--- src/rtl/rfc_pkg.sv ---
package rfc_pkg;

   // attribute word flags (bit positions are decoded by the producer)
   localparam int ATTR_UCAST_BIT  = 31;
   localparam int ATTR_MCAST_BIT  = 30;
   localparam int ATTR_BCAST_BIT  = 29;
   localparam int ATTR_FWD_BIT    = 28;
   localparam int ATTR_RCV_BIT    = 27;
   localparam int ATTR_VLAN_BIT   = 26;
   localparam int ATTR_DA_PORT    = 25;
   localparam int ATTR_DA_IFACE   = 24;

   // gate register fields
   localparam int GATE_ALLOW_BIT  = 6;
   localparam int GATE_RAW_BIT    = 5;
   localparam int GATE_PHASE_BIT  = 4;

   // register map: upper address bits pick a region, low bits a slot
   localparam int SLOT_IDX_W      = 4;
   localparam int RGN_AND         = 0;
   localparam int RGN_OR          = 1;
   localparam int RGN_MODE        = 2;
   localparam int RGN_GATE        = 3;

   typedef enum logic [1:0] {
      CMB_ANY          = 2'd0,
      CMB_ALL          = 2'd1,
      CMB_ANY_AND_ALL  = 2'd2,
      CMB_ANY_OR_ALL   = 2'd3
   } cmb_mode_e;

   typedef struct packed {
      logic allow;
      logic raw;
      logic phase;
   } gate_t;

endpackage

--- src/rtl/rfc_regfile.sv ---
module rfc_regfile
   import rfc_pkg::*;
#(
   parameter int NUM_CLS = 16,
   parameter int ATTR_W  = 32,
   parameter int ADDR_W  = 8
) (
   input  logic                          clk,
   input  logic                          rst_n,
   input  logic                          wen,
   input  logic [ADDR_W-1:0]             addr,
   input  logic [ATTR_W-1:0]             wdata,
   output logic [ATTR_W-1:0]             rdata,
   output logic [NUM_CLS-1:0][ATTR_W-1:0] and_en_o,
   output logic [NUM_CLS-1:0][ATTR_W-1:0] or_en_o,
   output logic [NUM_CLS-1:0][1:0]       mode_o,
   output logic [NUM_CLS-1:0]            allow_o,
   output logic [NUM_CLS-1:0]            raw_o
);

   localparam int RGN_W   = ADDR_W - SLOT_IDX_W;
   localparam int MODE_W  = 2 * NUM_CLS;
   localparam logic [SLOT_IDX_W:0] NUM_CLS_L = (SLOT_IDX_W+1)'(NUM_CLS);

   logic [SLOT_IDX_W-1:0] idx;
   logic [RGN_W-1:0]      rgn;
   logic                  slot_ok;
   logic                  sel_and, sel_or, sel_mode, sel_gate;

   logic [ATTR_W-1:0] and_q  [NUM_CLS];
   logic [ATTR_W-1:0] or_q   [NUM_CLS];
   gate_t             gate_q [NUM_CLS];
   logic [MODE_W-1:0] mode_q;

   assign idx     = addr[SLOT_IDX_W-1:0];
   assign rgn     = addr[ADDR_W-1:SLOT_IDX_W];
   assign slot_ok = ({1'b0, idx} < NUM_CLS_L);

   assign sel_and  = (rgn == RGN_W'(RGN_AND))  && slot_ok;
   assign sel_or   = (rgn == RGN_W'(RGN_OR))   && slot_ok;
   assign sel_gate = (rgn == RGN_W'(RGN_GATE)) && slot_ok;
   assign sel_mode = (rgn == RGN_W'(RGN_MODE)) && (idx == '0);

   generate
      for (genvar n = 0; n < NUM_CLS; n++) begin : g_slot
         always_ff @(posedge clk or negedge rst_n) begin
            if (!rst_n) begin
               and_q[n]  <= '0;
               or_q[n]   <= '0;
               gate_q[n] <= '0;
            end else if (wen && (idx == SLOT_IDX_W'(n))) begin
               if (sel_and)  and_q[n] <= wdata;
               if (sel_or)   or_q[n]  <= wdata;
               if (sel_gate) begin
                  gate_q[n].allow <= wdata[GATE_ALLOW_BIT];
                  gate_q[n].raw   <= wdata[GATE_RAW_BIT];
                  gate_q[n].phase <= wdata[GATE_PHASE_BIT];
               end
            end
         end

         assign and_en_o[n] = and_q[n];
         assign or_en_o[n]  = or_q[n];
         assign mode_o[n]   = mode_q[2*n +: 2];
         assign allow_o[n]  = gate_q[n].allow;
         assign raw_o[n]    = gate_q[n].raw;
      end
   endgenerate

   always_ff @(posedge clk or negedge rst_n) begin
      if (!rst_n)                mode_q <= '0;
      else if (wen && sel_mode)  mode_q <= wdata[MODE_W-1:0];
   end

   always_comb begin
      rdata = '0;
      if (sel_and)       rdata = and_q[idx];
      else if (sel_or)   rdata = or_q[idx];
      else if (sel_mode) rdata = ATTR_W'(mode_q);
      else if (sel_gate) begin
         rdata[GATE_ALLOW_BIT] = gate_q[idx].allow;
         rdata[GATE_RAW_BIT]   = gate_q[idx].raw;
         rdata[GATE_PHASE_BIT] = gate_q[idx].phase;
      end
   end


   mode_wr_chk: assert property (@(posedge clk) disable iff (!rst_n)
      (wen && sel_mode) |=> (mode_q == $past(wdata[MODE_W-1:0])));

endmodule

--- src/rtl/rfc_cls_eval.sv ---
module rfc_cls_eval
   import rfc_pkg::*;
#(
   parameter int ATTR_W = 32
) (
   input  logic [ATTR_W-1:0] attr,
   input  logic [ATTR_W-1:0] and_en,
   input  logic [ATTR_W-1:0] or_en,
   input  logic [1:0]        mode,
   input  logic              allow,
   input  logic              raw,
   output logic              hit
);

   logic any_t, all_armed, all_t, comb_t;

   assign any_t     = |(attr & or_en);
   assign all_armed = |and_en;
   assign all_t     = all_armed && ((attr & and_en) == and_en);

   always_comb begin
      unique case (cmb_mode_e'(mode))
         CMB_ANY:          comb_t = any_t;
         CMB_ALL:          comb_t = all_t;
         CMB_ANY_AND_ALL:  comb_t = any_t && all_t;
         CMB_ANY_OR_ALL:   comb_t = any_t || all_t;
         default:          comb_t = 1'b0;
      endcase
   end

   assign hit = allow && (raw || comb_t);

endmodule

--- src/rtl/rfc_out_stage.sv ---
module rfc_out_stage #(
   parameter int W = 16
) (
   input  logic         clk,
   input  logic         rst_n,
   input  logic         load,
   input  logic [W-1:0] din,
   output logic         vld_o,
   output logic [W-1:0] dout
);

   always_ff @(posedge clk or negedge rst_n) begin
      if (!rst_n) begin
         vld_o <= 1'b0;
         dout  <= '0;
      end else begin
         vld_o <= load;
         if (load) dout <= din;
      end
   end

endmodule

--- src/rtl/rx_class_combiner.sv ---
module rx_class_combiner
   import rfc_pkg::*;
#(
   parameter int NUM_CLS = 16,
   parameter int ATTR_W  = 32,
   parameter int ADDR_W  = 8
) (
   input  logic               clk,
   input  logic               rst_n,
   input  logic               cfg_wen,
   input  logic [ADDR_W-1:0]  cfg_addr,
   input  logic [ATTR_W-1:0]  cfg_wdata,
   output logic [ATTR_W-1:0]  cfg_rdata,
   input  logic               attr_valid,
   input  logic [ATTR_W-1:0]  attr_word,
   output logic               accept_valid,
   output logic [NUM_CLS-1:0] accept_vec
);

   generate
      if (NUM_CLS < 1 || NUM_CLS > (1 << SLOT_IDX_W)) begin : g_bad_cls
         $error("NUM_CLS must lie in 1..16");
      end
      if (2 * NUM_CLS > ATTR_W) begin : g_bad_mode
         $error("mode word does not fit ATTR_W");
      end
      if (ATTR_W <= ATTR_UCAST_BIT) begin : g_bad_attr
         $error("ATTR_W too narrow for the attribute flags");
      end
      if (ADDR_W < SLOT_IDX_W + 2) begin : g_bad_addr
         $error("ADDR_W too narrow for the register map");
      end
   endgenerate

   logic [NUM_CLS-1:0][ATTR_W-1:0] and_en, or_en;
   logic [NUM_CLS-1:0][1:0]        mode;
   logic [NUM_CLS-1:0]             allow, raw;
   logic [NUM_CLS-1:0]             hit;

   rfc_regfile #(.NUM_CLS(NUM_CLS), .ATTR_W(ATTR_W), .ADDR_W(ADDR_W)) u_regs (
      .clk      (clk),
      .rst_n    (rst_n),
      .wen      (cfg_wen),
      .addr     (cfg_addr),
      .wdata    (cfg_wdata),
      .rdata    (cfg_rdata),
      .and_en_o (and_en),
      .or_en_o  (or_en),
      .mode_o   (mode),
      .allow_o  (allow),
      .raw_o    (raw)
   );

   generate
      for (genvar n = 0; n < NUM_CLS; n++) begin : g_cls
         rfc_cls_eval #(.ATTR_W(ATTR_W)) u_eval (
            .attr   (attr_word),
            .and_en (and_en[n]),
            .or_en  (or_en[n]),
            .mode   (mode[n]),
            .allow  (allow[n]),
            .raw    (raw[n]),
            .hit    (hit[n])
         );


         gate_block_chk: assert property (@(posedge clk) disable iff (!rst_n)
            (attr_valid && !allow[n]) |=> !accept_vec[n]);


         raw_pass_chk: assert property (@(posedge clk) disable iff (!rst_n)
            (attr_valid && allow[n] && raw[n]) |=> accept_vec[n]);


         empty_reject_chk: assert property (@(posedge clk) disable iff (!rst_n)
            (attr_valid && !raw[n] && (mode[n] == 2'd0) && (or_en[n] == '0))
            |=> !accept_vec[n]);
      end
   endgenerate

   rfc_out_stage #(.W(NUM_CLS)) u_out (
      .clk   (clk),
      .rst_n (rst_n),
      .load  (attr_valid),
      .din   (hit),
      .vld_o (accept_valid),
      .dout  (accept_vec)
   );


   valid_follow_chk: assert property (@(posedge clk) disable iff (!rst_n)
      attr_valid |=> accept_valid);


   hold_chk: assert property (@(posedge clk) disable iff (!rst_n)
      !attr_valid |=> ($stable(accept_vec) && !accept_valid));

endmodule

--- config.mk ---
export PLATFORM = sky130hd
export DESIGN_NAME = rx_class_combiner
export DESIGN_NICKNAME = d
export VERILOG_FILES = /design/src/rtl/rfc_pkg.sv /design/src/rtl/rfc_regfile.sv /design/src/rtl/rfc_cls_eval.sv /design/src/rtl/rfc_out_stage.sv /design/src/rtl/rx_class_combiner.sv
export SDC_FILE = /design/constraint.sdc
export NUM_CORES = 2
export LEC_CHECK = 0
export ABC_AREA = 1
export BUFFER_PORTS_ARGS = -buffer_cell sky130_fd_sc_hd__buf_4
export CAP_MARGIN = 0
export CORE_UTILIZATION = 50
export CTS_BUF_LIST = sky130_fd_sc_hd__clkbuf_8 sky130_fd_sc_hd__clkbuf_16
export DETAILED_ROUTE_END_ITERATION = 6
export HOLD_SLACK_MARGIN = 0.1
export PLACE_DENSITY_LB_ADDON = 0.2
export REMOVE_ABC_BUFFERS = 1
export SLEW_MARGIN = 20
export SYNTH_ARGS = -nofsm -noshare
export SYNTH_HDL_FRONTEND = slang
export SYNTH_SLANG_ARGS = --single-unit
--- constraint.sdc ---
create_clock -name clk -period 1.58 [get_ports clk]
set_input_delay 0.079 -clock clk [delete_from_list [all_inputs] [get_ports clk]]
set_output_delay 0.079 -clock clk [all_outputs]
set_load 0.05 [all_outputs]
**After elaboration in Yosys (flattened, before gate mapping)**

Cells that the tools add are included.

- Magnitude comparators: 1
- Mux-type cells: 31
- Equality and inequality tests: 82
- Reduce and logical (&&, ||, !) cells: 196
- Bitwise logic cells: 33

Operators with widths:

| cell | count |
|---|---|
| $and A32 B32 Y32 | 32 |
| $reduce_or A32 Y1 | 32 |
| $eq A32 B32 Y1 | 16 |
| $bmux W32 S4 | 2 |
| $mux W32 | 6 |
| $reduce_and A2 Y1 | 48 |
| $logic_and A1 B1 Y1 | 66 |
| $eq A2 B2 Y1 const B | 32 |
| $pmux W1 S4 | 16 |
| $eq A2 B1 Y1 const B | 16 |
| $eq A4 B4 Y1 const B | 8 |
| $logic_not A2 Y1 | 16 |
| $logic_or A1 B1 Y1 | 32 |
| $mux W25 | 1 |
| $eq A4 B2 Y1 const B | 4 |
| $eq A4 B3 Y1 const B | 4 |
| $bmux W3 S4 | 1 |
| $mux W3 | 4 |
| $eq A4 B1 Y1 const B | 2 |
| $logic_not A4 Y1 | 2 |
| $ge A5 B5 Y1 const B | 1 |
| $not A4 Y5 | 1 |
| $mux W4 | 1 |

- Register bits after elaboration: 1121

**Depth between registers and ports, before layout**

- Word-level depth: 8
- Depth in mapped cells: 14
- Gate-level depth less buffers: 12

**Cells and area by module**

A second synthesis with hierarchy kept.

- Cells, all modules: 8888
- Area, all modules: 60655.7 sq um

By module, submodules not included:

| module | sequential area each (sq um) | area each (sq um) | times used | cells each |
|---|---|---|---|---|
| rfc_regfile | 27626.5 | 48014.8 | 1 | 5699 |
| rfc_cls_eval | 0.0 | 748.2 | 16 | 195 |
| rfc_out_stage | 425.4 | 669.4 | 1 | 69 |

**Worst setup path after synthesis**

No wires, ideal clock.

- Kind: input port to output port
- From: in cfg_addr[3]
- To: out cfg_rdata[4]
- Stages: 8
- Required time: 1.501 ns
- Path buffers: 2
- Arrival: 1.543 ns
- Slack: -0.042 ns
- Cells stage by stage: buf_2 > nand2_2 > clkinv_1 > clkbuf_1 > nand2_1 > nand3_1 > o21ai_0 > nand4_1

- Word-level cells in the longest chain between the ends: 8
- Elaborated cells between the ends (all ways): 16
- Classes of those cells: 13 x mux; 1 x bitwise; 2 x reduce/logical

Ends and longest elaborated chain:

| element | RTL line | source |
|---|---|---|
| from (decl) | rx_class_combiner.sv:11 | `input logic [ADDR_W-1:0] cfg_addr,` |
| $not A4 Y5 (not written as such) | rfc_regfile.sv:77, rfc_regfile.sv:78, rfc_regfile.sv:83 |  |
| $bmux W3 S4 | rfc_regfile.sv:83 | `rdata[GATE_PHASE_BIT] = gate_q[idx].phase;` |
| $mux W3 (2 in a row) | -- |  |
| $mux W3 | rfc_regfile.sv:80 | `else if (sel_gate) begin` |
| $mux W3 | rfc_regfile.sv:79 | `else if (sel_mode) rdata = ATTR_W'(mode_q);` |
| $mux W32 | rfc_regfile.sv:78 | `else if (sel_or) rdata = or_q[idx];` |
| $mux W32 (*) | rfc_regfile.sv:77 | `if (sel_and) rdata = and_q[idx];` |
| to (decl) | rx_class_combiner.sv:13 | `output logic [ATTR_W-1:0] cfg_rdata,` |

Every way passes the cells marked *; elsewhere a longest branch is shown, timed or not. The select of a mux whose other input is x is not followed.

**Worst setup path in the final report**

- From: reg u_regs.or_q (netlist bit u_regs.or_en_o[267])
- To: out cfg_rdata[11]

- Word-level cells in the longest chain between the ends: 5

Ends and longest elaborated chain:

| element | RTL line | source |
|---|---|---|
| from (decl) | rfc_regfile.sv:31 | `logic [ATTR_W-1:0] or_q [NUM_CLS];` |
| from (signal, indexed assignment) | rfc_regfile.sv:53 | `if (sel_or) or_q[n] <= wdata;` |
| $bmux W32 S4 | rfc_regfile.sv:78 |  |
| $mux W32 (not written as such) (2 in a row) | rfc_regfile.sv:78 |  |
| $mux W32 | rfc_regfile.sv:78 |  |
| $mux W32 | rfc_regfile.sv:77 |  |

No other way between the ends. The select of a mux whose other input is x is not followed.

==> impl_results.md <==
- Status: finished with violations
- Failing checks: design-rule violations, negative setup slack
- R2R depth: 13
- Crit start category: register
- Register area share after synthesis: 0.483
- CP Launch Point: u_regs.or_en_o[267]$_DFFE_PN0P_
- Synth Instances: 7959
- Slew Limit Fails: 0
- Synth top area share: 0.483
- Synthesized flop and latch total: 1121
- CP dominant cell by count: nand2_1
- Sw power: 23300 uW
- CTS tree: done
- Vias in the first global route: 58.9k
- Comb pwr share: 0.194
- Clock Skews: 0.0335 ns
- Chip width: 343 microns
- Routed wire per std cell: 23.9 microns
- Wl on met1: 92300 microns
- GRT Overall Usage: 0.421
- Critical path class: register to output port
- Worst hold path cell count: 7
- Port bufs: 124
- Final core utilization: 0.682
- Hold Path Class: input port to register
- Sequential Power Share: 0.403
- Final std cells w/o fill: 10.5k
- Tcrit/Tclk final: 1.58
- Yosys warnings: 0
- DRC viols: 1
- Reg-to-Reg End: u_out.dout[4]$_DFFE_PN0P_
- Core Area: 0.115 sq mm
- Clock slew at reported path FFs: 0.07 ns
- Total negative slack: -28.10 ns
- DR pass1 iterations: 7
- Clk pwr share: 0.403
- Leakage power: 0.0388 uW
- Max incr delay on CP: 0.41 ns
- Setup crit end: cfg_rdata[11]
- Synthesis-to-finish area growth: 34.7%
- Total internal power: 54500 uW
- Fmax: 401 MHz
- Synth async-reset ratio: 1.00
- Routed wire length: 252000 microns
- Final nets: 8986
- Buffers and inverters on the worst path: 2
- Final setup viols: 49
- Rows: 124
- Clock Path Buffers: 3
- Post-Layout Inst Area: 0.0782 sq mm
- Most common flop cell mapped by yosys: dfrtp_1
- R2r setup slk: -0.26 ns
- Final worst setup slack: -0.912 ns
- Critical-path cell list: a22oi_2, nand2_1, nand2_1, nand4_1, a21boi_1, buf_4, nand2_4, buf_8
- Initial core utilization: 0.506
- DRT iter0 DRCs: 8701
- DRT antenna net count: 0
- GRT Residual Overflow: 0
- I/O pin total: 125
- Commonest cells post-synth: 3430 x nand2_1, 1121 x dfrtp_1, 676 x o21ai_0
- Via density: 5.99
- Highest Signal Layer: met5
- Met2 WL: 109000 microns
- Fin crit period: 2.49 ns
- Power per cell area: 994 mW/mm^2
- Post-layout power: 77800 uW
- Met3 wire length: 31500 microns
- GPL Wtd Cong: 1.05
- Hpwl dp: 175000 microns
- Root Driver: clkbuf_16
- Most frequent cell after synthesis: nand2_1
- Synth Area per Inst: 7.30 sq um
- Peak supply drop: 1.13 mV
- Clock sinks: 1121
- Die height: 343 microns
- Crit path capture type: output port
- Arrival time at the worst endpoint: 2.41 ns
- Area leader, netlist: dfrtp_1
- Post-Syn Area: 0.0581 sq mm
- Placed Cells: 10.1k
- CP required: 1.50 ns
- Reg-to-reg critical path startpoint: u_regs.and_en_o[128]$_DFFE_PN0P_
- Worst slew margin: 0.292
- WP depth: 8
- Via count: 63.1k
- CP top delay family: simple AND/OR/NAND/NOR gates
- First-pass GRT wire length: 371000 microns
- Top post-synthesis cells by area: dfrtp_1 48%, nand2_1 22%, a22oi_1 6.6%, o21ai_0 5.8%, o21ai_1 4.3%
- Max Cap Viol: 0
- Die area: 0.118 sq mm
- Slowest cell on crit path: dfrtp_1
- Number of hold violations in the final report: 0
- RSZ-0062 raised after global routing: yes
- Number of enable flip-flop cells after synthesis: 0
- H-tree depth: 3
- Worst Path Max Fanout: 3
- Fill count: 9262
- Net Sw Frac: 0.299
- Clock insertion delay at the later pin of the skew report: 0.75 ns
- Post-Place Cell Area: 0.0688 sq mm
- Ratio of cells with drive above 1 in the final layout: 0.252
- Cell variety after synth: 30
- Largest net degree at the start of global routing: 76
- Worst Tran Pin Value: 1.06 ns
- Initial antenna violation count: 4
- CTS buffer count: 121
[routing by layer]
| layer | vias up | global-route usage |
|---|---|---|
| met5 | - | 0 |
| met2 | 4219 | 0.633 |
| met4 | 4 | 0.255 |
| met3 | 934 | 0.110 |
| met1 | 29900 | 0.544 |
| li1 | 28000 | - |
[layout by cell type (no fill, tap or decap), types with 96 or more instances in the layout]
| cell | n |
|---|---|
| o21ai_1 | 513 |
| nor2_1 | 461 |
| dfrtp_1 | 1103 |
| o21ai_0 | 643 |
| nor2_2 | 96 |
| nand2_1 | 3223 |
| buf_12 | 160 |
| buf_4 | 1040 |
| buf_6 | 111 |
| inv_1 | 215 |
| a22oi_1 | 320 |
| clkbuf_16 | 122 |
| nand2_2 | 174 |
| a22oi_2 | 188 |
[through the flow]
step,hold WS (ns),worst slack (ns)
6_report,0.134,-0.912
5_1_grt,0.157,-0.943
4_1_cts,0.114,-0.899
3_5_place_dp,0.0333,-0.871
3_3_place_gp,0.0278,-0.862
2_1_floorplan,-0.217,-6.11
[worst register-to-register path, delay by kind of cell (launching register included)]
| family | cells | cell delay (ns) |
|---|---|---|
| AND/OR/NAND/NOR | 10 | 0.90 |
| flip-flops | 1 | 0.43 |
| buffers and inverters | 3 | 0.41 |
[layout make-up]
class                   count  area (sq um)  share of cell area
diodes                      5          12.5            0.000160
well taps                1512          1890              0.0242
inverters                 220           833              0.0107
flip-flops and latches   1121         28100               0.359
multi-input cells        6063         29900               0.383
clock buffers             153          3480              0.0445
repair buffers           1383         13100               0.168
clock inverters            66           890              0.0114
[how the worst min path moves through the flow]
stage | from | to | slack [ns]
2_1_floorplan | rst_n | u_out.dout[0]$_DFFE_PN0P_ | -0.22
3_3_place_gp | rst_n | u_regs.and_en_o[125]$_DFFE_PN0P_ | 0.03
3_5_place_dp | rst_n | u_regs.and_en_o[123]$_DFFE_PN0P_ | 0.03
4_1_cts | cfg_addr[5] | u_regs.allow_o[5]$_DFFE_PN0P_ | 0.11
5_1_grt | cfg_addr[5] | u_regs.allow_o[5]$_DFFE_PN0P_ | 0.16
6_report | cfg_addr[5] | u_regs.allow_o[5]$_DFFE_PN0P_ | 0.13
[timing repair]
action                                 in CTS  in global routing
pin swaps                                 321                261
setup endpoints to repair                  51                648
setup buffers                              99                 63
gates resized for setup                   652                356
endpoints found under the hold margin    2242                 14
hold buffers                               40                  1
[power groups by stage]
| stage | clock (uW) | combinational [uW] | sequential, uW |
|---|---|---|---|
| floorplan | 0 | 4890 | 31600 |
| global placement | 0 | 12300 | 31800 |
| detailed placement | 0 | 12500 | 31800 |
| CTS | 31400 | 13700 | 31300 |
| global route | 32500 | 15800 | 31500 |
| finish | 31400 | 15100 | 31400 |
[logic make-up after synthesis]
family	count (synthesis)	synth area share
simple gates	4241	0.283
compound gates	1822	0.181
flops	1121	0.483
buf+inv	775	0.0534
[registers in the layout, summed over array words and instances (netlist names)]
| name | cells |
|---|---|
| u_regs.mode_o | 32 |
| u_regs.raw_o | 16 |
| u_regs.allow_o | 16 |
| u_regs.and_en_o | 512 |
| u_regs.or_en_o | 512 |
| u_out.dout | 16 |
| u_out.vld_o | 1 |
| u_regs.gate_q | 16 |
Note: power is estimated with default switching activity, not from simulation.
